## src/rtl/irq_filt_pkg.sv

```systemverilog
package irq_filt_pkg;
  typedef enum logic [1:0] {
    SIG_NONE = 2'd0,
    SIG_IRQ  = 2'd1,
    SIG_FIQ  = 2'd2
  } sig_e;

  // doubles as index into the per-class enable vectors
  typedef enum logic [1:0] {
    CLS_G0   = 2'd0,
    CLS_G1S  = 2'd1,
    CLS_G1NS = 2'd2
  } grp_cls_e;
endpackage

```

## src/rtl/irq_filt_arb.sv

```systemverilog
module irq_filt_arb #(
  parameter int NUM_INT = 16,
  parameter int PRIO_W  = 8,
  parameter int ID_W    = 4
) (
  input  logic [NUM_INT-1:0]        cand_i,
  input  logic [NUM_INT*PRIO_W-1:0] prio_i,
  output logic                      valid_o,
  output logic [ID_W-1:0]           id_o,
  output logic [PRIO_W-1:0]         prio_o
);
  localparam int NLEAF = 1 << ID_W;
  localparam int NNODE = 2 * NLEAF - 1;

  logic              nv [NNODE];
  logic [ID_W-1:0]   nid[NNODE];
  logic [PRIO_W-1:0] np [NNODE];

  for (genvar i = 0; i < NLEAF; i++) begin : g_leaf
    if (i < NUM_INT) begin : g_real
      assign nv[NLEAF-1+i] = cand_i[i];
      assign np[NLEAF-1+i] = prio_i[i*PRIO_W +: PRIO_W];
    end else begin : g_pad
      assign nv[NLEAF-1+i] = 1'b0;
      assign np[NLEAF-1+i] = '1;
    end
    assign nid[NLEAF-1+i] = ID_W'(i);
  end

  // heap-ordered tournament; left child holds lower IDs, so ties go left
  for (genvar k = 0; k < NLEAF - 1; k++) begin : g_node
    logic take_l;
    assign take_l = nv[2*k+1] && (!nv[2*k+2] || (np[2*k+1] <= np[2*k+2]));
    assign nv[k]  = nv[2*k+1] | nv[2*k+2];
    assign nid[k] = take_l ? nid[2*k+1] : nid[2*k+2];
    assign np[k]  = take_l ? np[2*k+1]  : np[2*k+2];
  end

  assign valid_o = nv[0];
  assign id_o    = nv[0] ? nid[0] : '0;
  assign prio_o  = nv[0] ? np[0]  : '1;
endmodule

```

## src/rtl/irq_filt_gate.sv

```systemverilog
module irq_filt_gate
  import irq_filt_pkg::*;
#(
  parameter int PRIO_W = 8
) (
  input  logic              best_v_i,
  input  logic [PRIO_W-1:0] best_prio_i,
  input  logic              best_grp_i,
  input  logic              best_gsec_i,
  input  logic              cur_sec_i,
  input  logic [PRIO_W-1:0] pmr_i,
  input  logic [PRIO_W-1:0] rpr_i,
  input  logic [2:0]        core_en_i,
  input  logic [2:0]        dist_en_i,
  output grp_cls_e          cls_o,
  output sig_e              sig_o
);
  logic prio_ok;
  logic grp_on;

  always_comb begin
    if (!best_grp_i)      cls_o = CLS_G0;
    else if (best_gsec_i) cls_o = CLS_G1S;
    else                  cls_o = CLS_G1NS;
  end

  assign prio_ok = (best_prio_i < pmr_i) && (best_prio_i < rpr_i);
  assign grp_on  = core_en_i[cls_o] & dist_en_i[cls_o];

  always_comb begin
    sig_o = SIG_NONE;
    if (best_v_i && prio_ok && grp_on) begin
      if (cls_o == CLS_G0)                 sig_o = SIG_FIQ;
      else if (best_gsec_i == cur_sec_i)   sig_o = SIG_IRQ;
      else                                 sig_o = SIG_FIQ;
    end
  end
endmodule

```

## src/rtl/irq_sig_filter.sv

```systemverilog
module irq_sig_filter
  import irq_filt_pkg::*;
#(
  parameter  int NUM_INT = 16,
  parameter  int PRIO_W  = 8,
  localparam int ID_W    = (NUM_INT > 1) ? $clog2(NUM_INT) : 1
) (
  input  logic                      clk_i,
  input  logic                      rst_ni,
  input  logic [NUM_INT-1:0]        pend_i,
  input  logic [NUM_INT-1:0]        act_i,
  input  logic [NUM_INT-1:0]        en_i,
  input  logic [NUM_INT-1:0]        grp_i,
  input  logic [NUM_INT-1:0]        gsec_i,
  input  logic [NUM_INT*PRIO_W-1:0] prio_i,
  input  logic [PRIO_W-1:0]         pmr_i,
  input  logic [PRIO_W-1:0]         rpr_i,
  input  logic                      cur_sec_i,
  input  logic                      core_en_g0_i,
  input  logic                      core_en_g1s_i,
  input  logic                      core_en_g1ns_i,
  input  logic                      dist_en_g0_i,
  input  logic                      dist_en_g1s_i,
  input  logic                      dist_en_g1ns_i,
  output logic                      hpp_valid_o,
  output logic [ID_W-1:0]           hpp_id_o,
  output logic [PRIO_W-1:0]         hpp_prio_o,
  output logic                      irq_o,
  output logic                      fiq_o
);
  logic [NUM_INT-1:0] cand;
  logic               best_v;
  logic [ID_W-1:0]    best_id;
  logic [PRIO_W-1:0]  best_p;
  logic               best_grp;
  logic               best_gsec;
  grp_cls_e           cls;
  sig_e               sig_d;

  assign cand = pend_i & ~act_i & en_i;

  irq_filt_arb #(
    .NUM_INT(NUM_INT),
    .PRIO_W (PRIO_W),
    .ID_W   (ID_W)
  ) u_arb (
    .cand_i (cand),
    .prio_i (prio_i),
    .valid_o(best_v),
    .id_o   (best_id),
    .prio_o (best_p)
  );

  assign best_grp  = grp_i[best_id];
  assign best_gsec = gsec_i[best_id];

  irq_filt_gate #(
    .PRIO_W(PRIO_W)
  ) u_gate (
    .best_v_i   (best_v),
    .best_prio_i(best_p),
    .best_grp_i (best_grp),
    .best_gsec_i(best_gsec),
    .cur_sec_i  (cur_sec_i),
    .pmr_i      (pmr_i),
    .rpr_i      (rpr_i),
    .core_en_i  ({core_en_g1ns_i, core_en_g1s_i, core_en_g0_i}),
    .dist_en_i  ({dist_en_g1ns_i, dist_en_g1s_i, dist_en_g0_i}),
    .cls_o      (cls),
    .sig_o      (sig_d)
  );

  always_ff @(posedge clk_i or negedge rst_ni) begin
    if (!rst_ni) begin
      hpp_valid_o <= 1'b0;
      hpp_id_o    <= '0;
      hpp_prio_o  <= '1;
      irq_o       <= 1'b0;
      fiq_o       <= 1'b0;
    end else begin
      hpp_valid_o <= best_v;
      hpp_id_o    <= best_id;
      hpp_prio_o  <= best_p;
      irq_o       <= (sig_d == SIG_IRQ);
      fiq_o       <= (sig_d == SIG_FIQ);
    end
  end

  // ---------------- assertions ----------------
  p_cand_r1: assert property (@(posedge clk_i) disable iff (!rst_ni)
    best_v |-> (pend_i[best_id] && !act_i[best_id] && en_i[best_id]));

  p_none_r2: assert property (@(posedge clk_i) disable iff (!rst_ni)
    ((pend_i & ~act_i & en_i) == '0) |-> !best_v);

  for (genvar i = 0; i < NUM_INT; i++) begin : g_chk
    p_best_r2: assert property (@(posedge clk_i) disable iff (!rst_ni)
      (pend_i[i] && !act_i[i] && en_i[i]) |->
        (best_v && ((best_p < prio_i[i*PRIO_W +: PRIO_W]) ||
                    ((best_p == prio_i[i*PRIO_W +: PRIO_W]) && (best_id <= ID_W'(i))))));
  end

  p_mask_r4: assert property (@(posedge clk_i) disable iff (!rst_ni)
    (irq_o || fiq_o) |-> ($past(best_p) < $past(pmr_i)));

  p_run_r5: assert property (@(posedge clk_i) disable iff (!rst_ni)
    (irq_o || fiq_o) |-> ($past(best_p) < $past(rpr_i)));

  p_g0_fiq_r6: assert property (@(posedge clk_i) disable iff (!rst_ni)
    (sig_d != SIG_NONE && !grp_i[best_id]) |-> (sig_d == SIG_FIQ));

  p_g1_route_r7: assert property (@(posedge clk_i) disable iff (!rst_ni)
    (sig_d != SIG_NONE && grp_i[best_id]) |->
      ((sig_d == SIG_IRQ) == (gsec_i[best_id] == cur_sec_i)));

  p_g0_en_r8: assert property (@(posedge clk_i) disable iff (!rst_ni)
    (sig_d != SIG_NONE && cls == CLS_G0) |-> (core_en_g0_i && dist_en_g0_i));

  p_lat_r10: assert property (@(posedge clk_i) disable iff (!rst_ni)
    (sig_d == SIG_IRQ) |=> irq_o);

  p_excl_r11: assert property (@(posedge clk_i) disable iff (!rst_ni)
    !(irq_o && fiq_o));
endmodule

```

## config.mk

```make
export PLATFORM = sky130hd
export DESIGN_NAME = irq_sig_filter
export DESIGN_NICKNAME = d
export VERILOG_FILES = /design/src/rtl/irq_filt_pkg.sv /design/src/rtl/irq_filt_arb.sv /design/src/rtl/irq_filt_gate.sv /design/src/rtl/irq_sig_filter.sv
export SDC_FILE = /design/constraint.sdc
export NUM_CORES = 1
export LEC_CHECK = 0
export ABC_AREA = 0
export BUFFER_PORTS_ARGS = -buffer_cell sky130_fd_sc_hd__buf_2
export CAP_MARGIN = 10
export CORE_MARGIN = 2
export CORE_UTILIZATION = 46
export CTS_BUF_LIST = sky130_fd_sc_hd__clkbuf_4
export CTS_CLUSTER_DIAMETER = 150
export CTS_CLUSTER_SIZE = 16
export DETAILED_ROUTE_END_ITERATION = 8
export PLACE_DENSITY = 0.81
export SETUP_SLACK_MARGIN = 0.05
export SYNTH_ARGS = -nofsm -noshare
export SYNTH_HDL_FRONTEND = slang
export SYNTH_SLANG_ARGS = --single-unit
export TNS_END_PERCENT = 5
```

## constraint.sdc

```tcl
create_clock -name clk_i -period 0.8 [get_ports clk_i]
set_input_delay 0.08 -clock clk_i [delete_from_list [all_inputs] [get_ports clk_i]]
set_output_delay 0.08 -clock clk_i [all_outputs]
set_load 0.05 [all_outputs]
```

; ---- Word-level counts from Yosys, hierarchy flattened
; Cells that the tools add are included.
[word_totals]
inputBits = 233
elab_cells = 140
out_inout_bits = 15
regBits = 15
[classes]
magnitude_cmp = 19
n_reduce_logical = 49
mux = 45
eq_ne = 3
bitwise = 19
[ops]
columns = op, count
row1 = $mux W8, 16
row2 = $le A8 B8 Y1, 15
row3 = $and A16 B16 Y16, 2
row4 = $logic_and A1 B1 Y1, 18
row5 = $mux W2, 9
row6 = $lt A8 B8 Y1, 2
row7 = $not A16 Y16, 1
row8 = $logic_not A1 Y1, 15
row9 = $logic_or A1 B1 Y1, 15
row10 = $or A1 B1 Y1, 15
row11 = $mux W1, 12
row12 = $bmux W1 S4, 2
row13 = $mux W4, 2
row14 = $mux W3, 2
row15 = $lt A4 B5 Y1 const B, 1
row16 = $bmux W1 S2, 2
row17 = $lt A2 B3 Y1 const B, 1
row18 = $eq A2 B1 Y1 const B, 1
row19 = $eq A2 B2 Y1 const B, 1
row20 = $logic_not A2 Y1, 1
row21 = $and A1 B1 Y1, 1
row22 = $eq A1 B1 Y1, 1

; ---- Logic depth before layout (Yosys ltp)
[depth]
depth_word = 30
ltp_mapped = 49
ltp_nobuf = 46

; ---- By module
; A second synthesis with hierarchy kept.
[hier_totals]
hier_cells = 778
hier_area_um2 = 5994.5
[by_module_without_submodules]
columns = module, seq_area_each_um2, area_per_inst_um2, instances, cells_per_inst
row1 = irq_filt_arb, 0.0, 4777.1, 1, 651
row2 = irq_sig_filter, 385.4, 789.5, 1, 68
row3 = irq_filt_gate, 0.0, 427.9, 1, 59

; ---- Worst setup path after synthesis
; No wires, ideal clock.
[synth_timing]
kind = input to register
startpoint = in prio_i[45]
endpoint = reg fiq_o
required_ps = 720
setup_ps = 80
arrival_ps = 8668
setup_slack_ps = -7948
cell_stages = 44
n_path_buf = 5
cell_sequence = inv_1 > ha_1 > a211oi_1 > nor2_1 > o221a_1 > nor3_1 > clkbuf_1 > o21ai_0 > ha_1 > a21oi_1 > o21ai_0 > o21ai_0 > nor2_1 > a221o_1 > or3_1 > clkbuf_1 > clkbuf_1 > o21ai_0 > (+8 left out) > ha_1 > nand3_1 > nor2_1 > a22oi_1 > o21a_1 > nor2_1 > nor2_1 > clkbuf_1 > o2bb2a_1 > ha_1 > o21ai_0 > nand2b_1 > a21oi_1 > nor2_1 > or2_2 > a21oi_1 > o31ai_1 > o22ai_2
[synth_via]
elab_chain_cells = 27
word_cells_on_any_way = 44
cone_classes = order compare (6) / eq/ne (2) / mux (23) / bitwise (1) / reduce/logical (12)
[synth_rtl]
columns = item, line
row1 = "start, declared", irq_sig_filter.sv:15  ; input logic [NUM_INT*PRIO_W-1:0] prio_i,
row2 = $le A8 B8 Y1, irq_filt_arb.sv:33  ; assign take_l = nv[2*k+1] && (!nv[2*k+2] || (np[2*k+1] <= np[2*k+2]));
row3 = $logic_or A1 B1 Y1, irq_filt_arb.sv:33
row4 = $logic_and A1 B1 Y1, irq_filt_arb.sv:33
row5 = $mux W8 *, irq_filt_arb.sv:36  ; assign np[k] = take_l ? np[2*k+1] : np[2*k+2];
row6 = $le A8 B8 Y1, irq_filt_arb.sv:33
row7 = $logic_or A1 B1 Y1, irq_filt_arb.sv:33
row8 = $logic_and A1 B1 Y1, irq_filt_arb.sv:33
row9 = $mux W8 *, irq_filt_arb.sv:36
row10 = (+9 left out), -
row11 = named net best_id[3], irq_sig_filter.sv:33  ; logic [ID_W-1:0] best_id;
row12 = (+2 left out), -
row13 = $mux W2, irq_filt_gate.sv:23  ; else if (best_gsec_i) cls_o = CLS_G1S;
row14 = $mux W2, irq_filt_gate.sv:22  ; if (!best_grp_i) cls_o = CLS_G0;
row15 = $bmux W1 S2, irq_filt_gate.sv:28  ; assign grp_on = core_en_i[cls_o] & dist_en_i[cls_o];
row16 = $mux W1 (not written as such), irq_filt_gate.sv:28
row17 = $and A1 B1 Y1, irq_filt_gate.sv:28
row18 = $logic_and A1 B1 Y1, irq_filt_gate.sv:32  ; if (best_v_i && prio_ok && grp_on) begin
row19 = $mux W2 *, irq_filt_gate.sv:32
row20 = $eq A2 B2 Y1 *, irq_sig_filter.sv:85  ; fiq_o <= (sig_d == SIG_FIQ);
row21 = "end signal, assigned", irq_sig_filter.sv:85
row22 = "end, declared", irq_sig_filter.sv:29  ; output logic fiq_o
; Mark *: on every way through the listed nets, which the timed path passes. The rest lies on a longest branch. The select of a mux whose other input is x is not followed.

; ---- Worst setup path in the final report
[layout_timing]
startpoint = in prio_i[45]
endpoint = reg irq_o
[layout_via]
word_cells_on_any_way = 44
cone_classes = order compare (6) / eq/ne (2) / mux (23) / bitwise (1) / reduce/logical (12)
[layout_lines]
columns = item, line
row1 = $le A8 B8 Y1, irq_filt_arb.sv:33
row2 = $logic_or A1 B1 Y1, irq_filt_arb.sv:33
row3 = $logic_and A1 B1 Y1, irq_filt_arb.sv:33
row4 = $mux W8 *, irq_filt_arb.sv:36
row5 = $le A8 B8 Y1, irq_filt_arb.sv:33
row6 = $logic_or A1 B1 Y1, irq_filt_arb.sv:33
row7 = $logic_and A1 B1 Y1, irq_filt_arb.sv:33
row8 = $mux W8 *, irq_filt_arb.sv:36
row9 = (+7 left out), -
row10 = $mux W8 *, irq_filt_arb.sv:36
row11 = $mux W8 *, irq_filt_arb.sv:41  ; assign prio_o = nv[0] ? np[0] : '1;
row12 = named net best_p[7], irq_sig_filter.sv:34  ; logic [PRIO_W-1:0] best_p;
row13 = $lt A8 B8 Y1, irq_filt_gate.sv:27  ; assign prio_ok = (best_prio_i < pmr_i) && (best_prio_i < rpr_i);
row14 = $logic_and A1 B1 Y1 *, irq_filt_gate.sv:27
row15 = $logic_and A1 B1 Y1 * (2 in a row), irq_filt_gate.sv:32
row16 = $mux W2 *, irq_filt_gate.sv:32
row17 = $eq A2 B1 Y1 *, irq_sig_filter.sv:84  ; irq_o <= (sig_d == SIG_IRQ);
row18 = "end signal, assigned", irq_sig_filter.sv:84
row19 = "end, declared", irq_sig_filter.sv:28  ; output logic irq_o,
; Marked as above.

==> flow_summary.ini <==
[outcome]
outcome = complete, but fails checks
violations = setup timing

[min_path]
hold_class = in -> reg
whs_endpoint = fiq_o
hp-start = core_en_g0_i
holdPathStages = 3

[floorplanning]
initial_core_util = 0.472
die_w_um = 118
ios = 248
die_h_um = 118
rows = 41
die-area_sq_mm = 0.0139
coreArea_sq_mm = 0.0127

[logic_synthesis]
syn_inst = 829
ys_seq_area_frac = 0.0644
synth_flop_cell = dfstp_2
synth_fp_nets = 1194
syn_area_sq_mm = 0.00598
yosysUniqueCellTypes = 74
synth-edff-count = 0
ys.warnings.count = 0
synthArstFlopShare = 1.00
postSynthAreaPerCell_sq_um = 7.22
ys_seq_elements = 15

[critical_path]
slowest_stage = a211oi_2
crit_type = in -> reg
cpPeakStageDelay_ps = 590
startpoint = prio_i[45]
crit_top_cell = nor2_1
crit_buf_inv = 9
crit_family = compound AO/OA/AOI/OAI gates
arrival_ps = 9000
critPathCaptureType = flip-flop
crit_required_ps = 1000
worstPathMaxFanout = 14
worstSetupStartpointType = input pin

[clock_network]
clockRootBuffer = clkbuf_4
htree_levels = 1
cts_tree = yes
cts.sink_count = 15
cts.clk_slew.worst_paths_ps = 90
cts_buffers = 3
cts.path.max_buffers = 2

[cells_and_area]
fin_util = 0.877
area_growth_pct = 85.8
post_route_cells_drive_above_1_share = 0.550
num_antenna_cells = 0
fin_cells = 1564
nets = 1758

[sta]
grt_setup_unrepaired = yes
period_minus_slack_ps = 8800
holdWs_ps = 64.1
setup_ws_ps = -8000
max_freq_mhz = 114
slew_headroom = 0.540
tightest_slew_ps = 689
maxSlewViolCount = 0
setup_viol_count_final = 30
fin_crit_sh = 11.0
finalHoldViolCount = 0

[pwr]
clkPwrFrac = 0.026
swShare = 0.494
seqPwrFrac = 0.078
power_per_cell_area_mw_per_mm2 = 1580
p_switching_uw = 8680
power_frac_comb = 0.895
internal-power_uw = 8880
power_uw = 17600
power_leakage_uw = 0.00578
ir_drop_mv = 0.978

[grt]
grt_first_pass_wirelength_um = 37700
antenna_found_initial = 0
grt_max_degree = 16
grt_overflow_total = 0
grtUsageTotal = 0.314
grt_pass1_vias = 8924

[job]
maxCapViolCount = 0

[placement]
gp_congestion = 0.960
io_buffers = 247
place_hpwl_um = 18200
place_inst = 1533

[detailed_routing]
ant_nets = 0
wirelength_um = 32600
via_count = 9631
drtIter0Drc = 787
drc = 0
wire_per_inst_um = 20.8
dr.pass1.iters = 9
vias_per_cell = 6.16
-- final cells by class --
type,count,area (sq um)
multi-input cells,681,6100
fillers,568,1550
well taps,172,215
inverters,117,444
clock buffers,4,30.0
flip-flops and latches,15,385
repair buffers,575,3940
-- kinds of logic (layout without fill, tap and decap cells) --
kind of cell / count (synthesis) / after routing / synth area share
multiplexers: 58 / 58 / 0.0985
flip-flops: 15 / 15 / 0.0644
adder cells (fa/ha/maj): 132 / 132 / 0.276
buffers and inverters: 133 / 696 / 0.0849
AO/OA/AOI/OAI: 232 / 232 / 0.255
AND/OR/NAND/NOR: 258 / 258 / 0.220
XOR/XNOR: 1 / 1 / 0.00146
-- stage by stage --
step,TNS [ps],cell area (sq um),setup slack (ps)
after floorplan,-79390,6180,-6760
after global placement,-87550,9800,-7300
after detailed placement,-89720,9800,-7440
after CTS,-84120,10300,-6920
after global routing,-99860,11100,-8430
final,-97220,11100,-8000
-- worst max path at each step --
stage	to	cells after the start
floorplan	fiq_o	45
global placement	fiq_o	43
detailed placement	fiq_o	43
CTS	fiq_o	44
global route	irq_o	45
finish	irq_o	46
-- synthesized netlist by cell type, types with 3 or more instances --
cell / number / area (sq um)
clkbuf_1: 12 / 45.0
nand3b_1: 13 / 97.6
and2_1: 4 / 25.0
o22ai_1: 6 / 37.5
a211o_1: 6 / 52.6
inv_1: 116 / 435
a21oi_2: 3 / 26.3
or3b_1: 4 / 35.0
a21oi_1: 72 / 360
dfstp_2: 8 / 210
nor3_1: 8 / 40.0
nand4_1: 24 / 150
a211oi_1: 14 / 105
o31a_1: 4 / 35.0
nor2_1: 87 / 327
a2bb2oi_1: 4 / 35.0
o21a_1: 8 / 60.1
or2_2: 4 / 25.0
o211ai_1: 6 / 45.0
nand2b_1: 5 / 31.3
o21ai_0: 58 / 290
a21o_1: 16 / 120
o31ai_1: 3 / 22.5
nor2b_1: 15 / 93.8
mux2i_1: 54 / 541
ha_1: 132 / 1650
or3_1: 6 / 37.5
a311oi_1: 4 / 35.0
dfrtp_1: 7 / 175
and3_1: 4 / 25.0
or4_1: 3 / 22.5
nand3_1: 19 / 95.1
nand2_1: 51 / 191
-- flip-flops by register name, indices dropped and copies added (netlist names) --
register and cells:
fiq_o 1, hpp_id_o 4, hpp_prio_o 8, hpp_valid_o 1
irq_o 1
-- power groups by stage --
stage / clock network (uW) / logic [uW] / registers (uW)
3_5_place_dp: 0 / 11300 / 1260
4_1_cts: 441 / 12700 / 1350
3_3_place_gp: 0 / 10900 / 1250
5_1_grt: 488 / 16400 / 1380
2_1_floorplan: 0 / 5400 / 2380
6_report: 464 / 15700 / 1370
-- layer usage --
layer | track usage | vias to the layer above | routed length, um
met5 | 0 | - | 0
met4 | 0.125 | 0 | 3310
met3 | 0.0397 | 324 | 2730
met2 | 0.633 | 806 | 15800
met1 | 0.319 | 4362 | 10700
li1 | - | 4139 | -
-- layout by cell type, fill, tap and decap left out, drive strengths merged, types with 19 or more instances in the layout --
cell / Yosys / routed
a21oi: 75 / 75
buf: 4 / 573
ha: 132 / 132
inv: 117 / 117
mux2i: 54 / 54
nand2: 51 / 51
nand3: 19 / 19
nand4: 24 / 24
nor2: 88 / 88
o21ai: 58 / 58
-- what timing repair did --
| item | CTS | global route |
|---|---|---|
| gates resized for setup | 93 | 148 |
| hold buffers | 1 | 0 |
| buffers inserted | 9 | 14 |
| pin swaps | 17 | 58 |
| gates cloned | 1 | 2 |
| setup endpoints to repair | 30 | 30 |
| hold endpoints to repair | 15 | 0 |
Power figures use the tool's default switching activity.
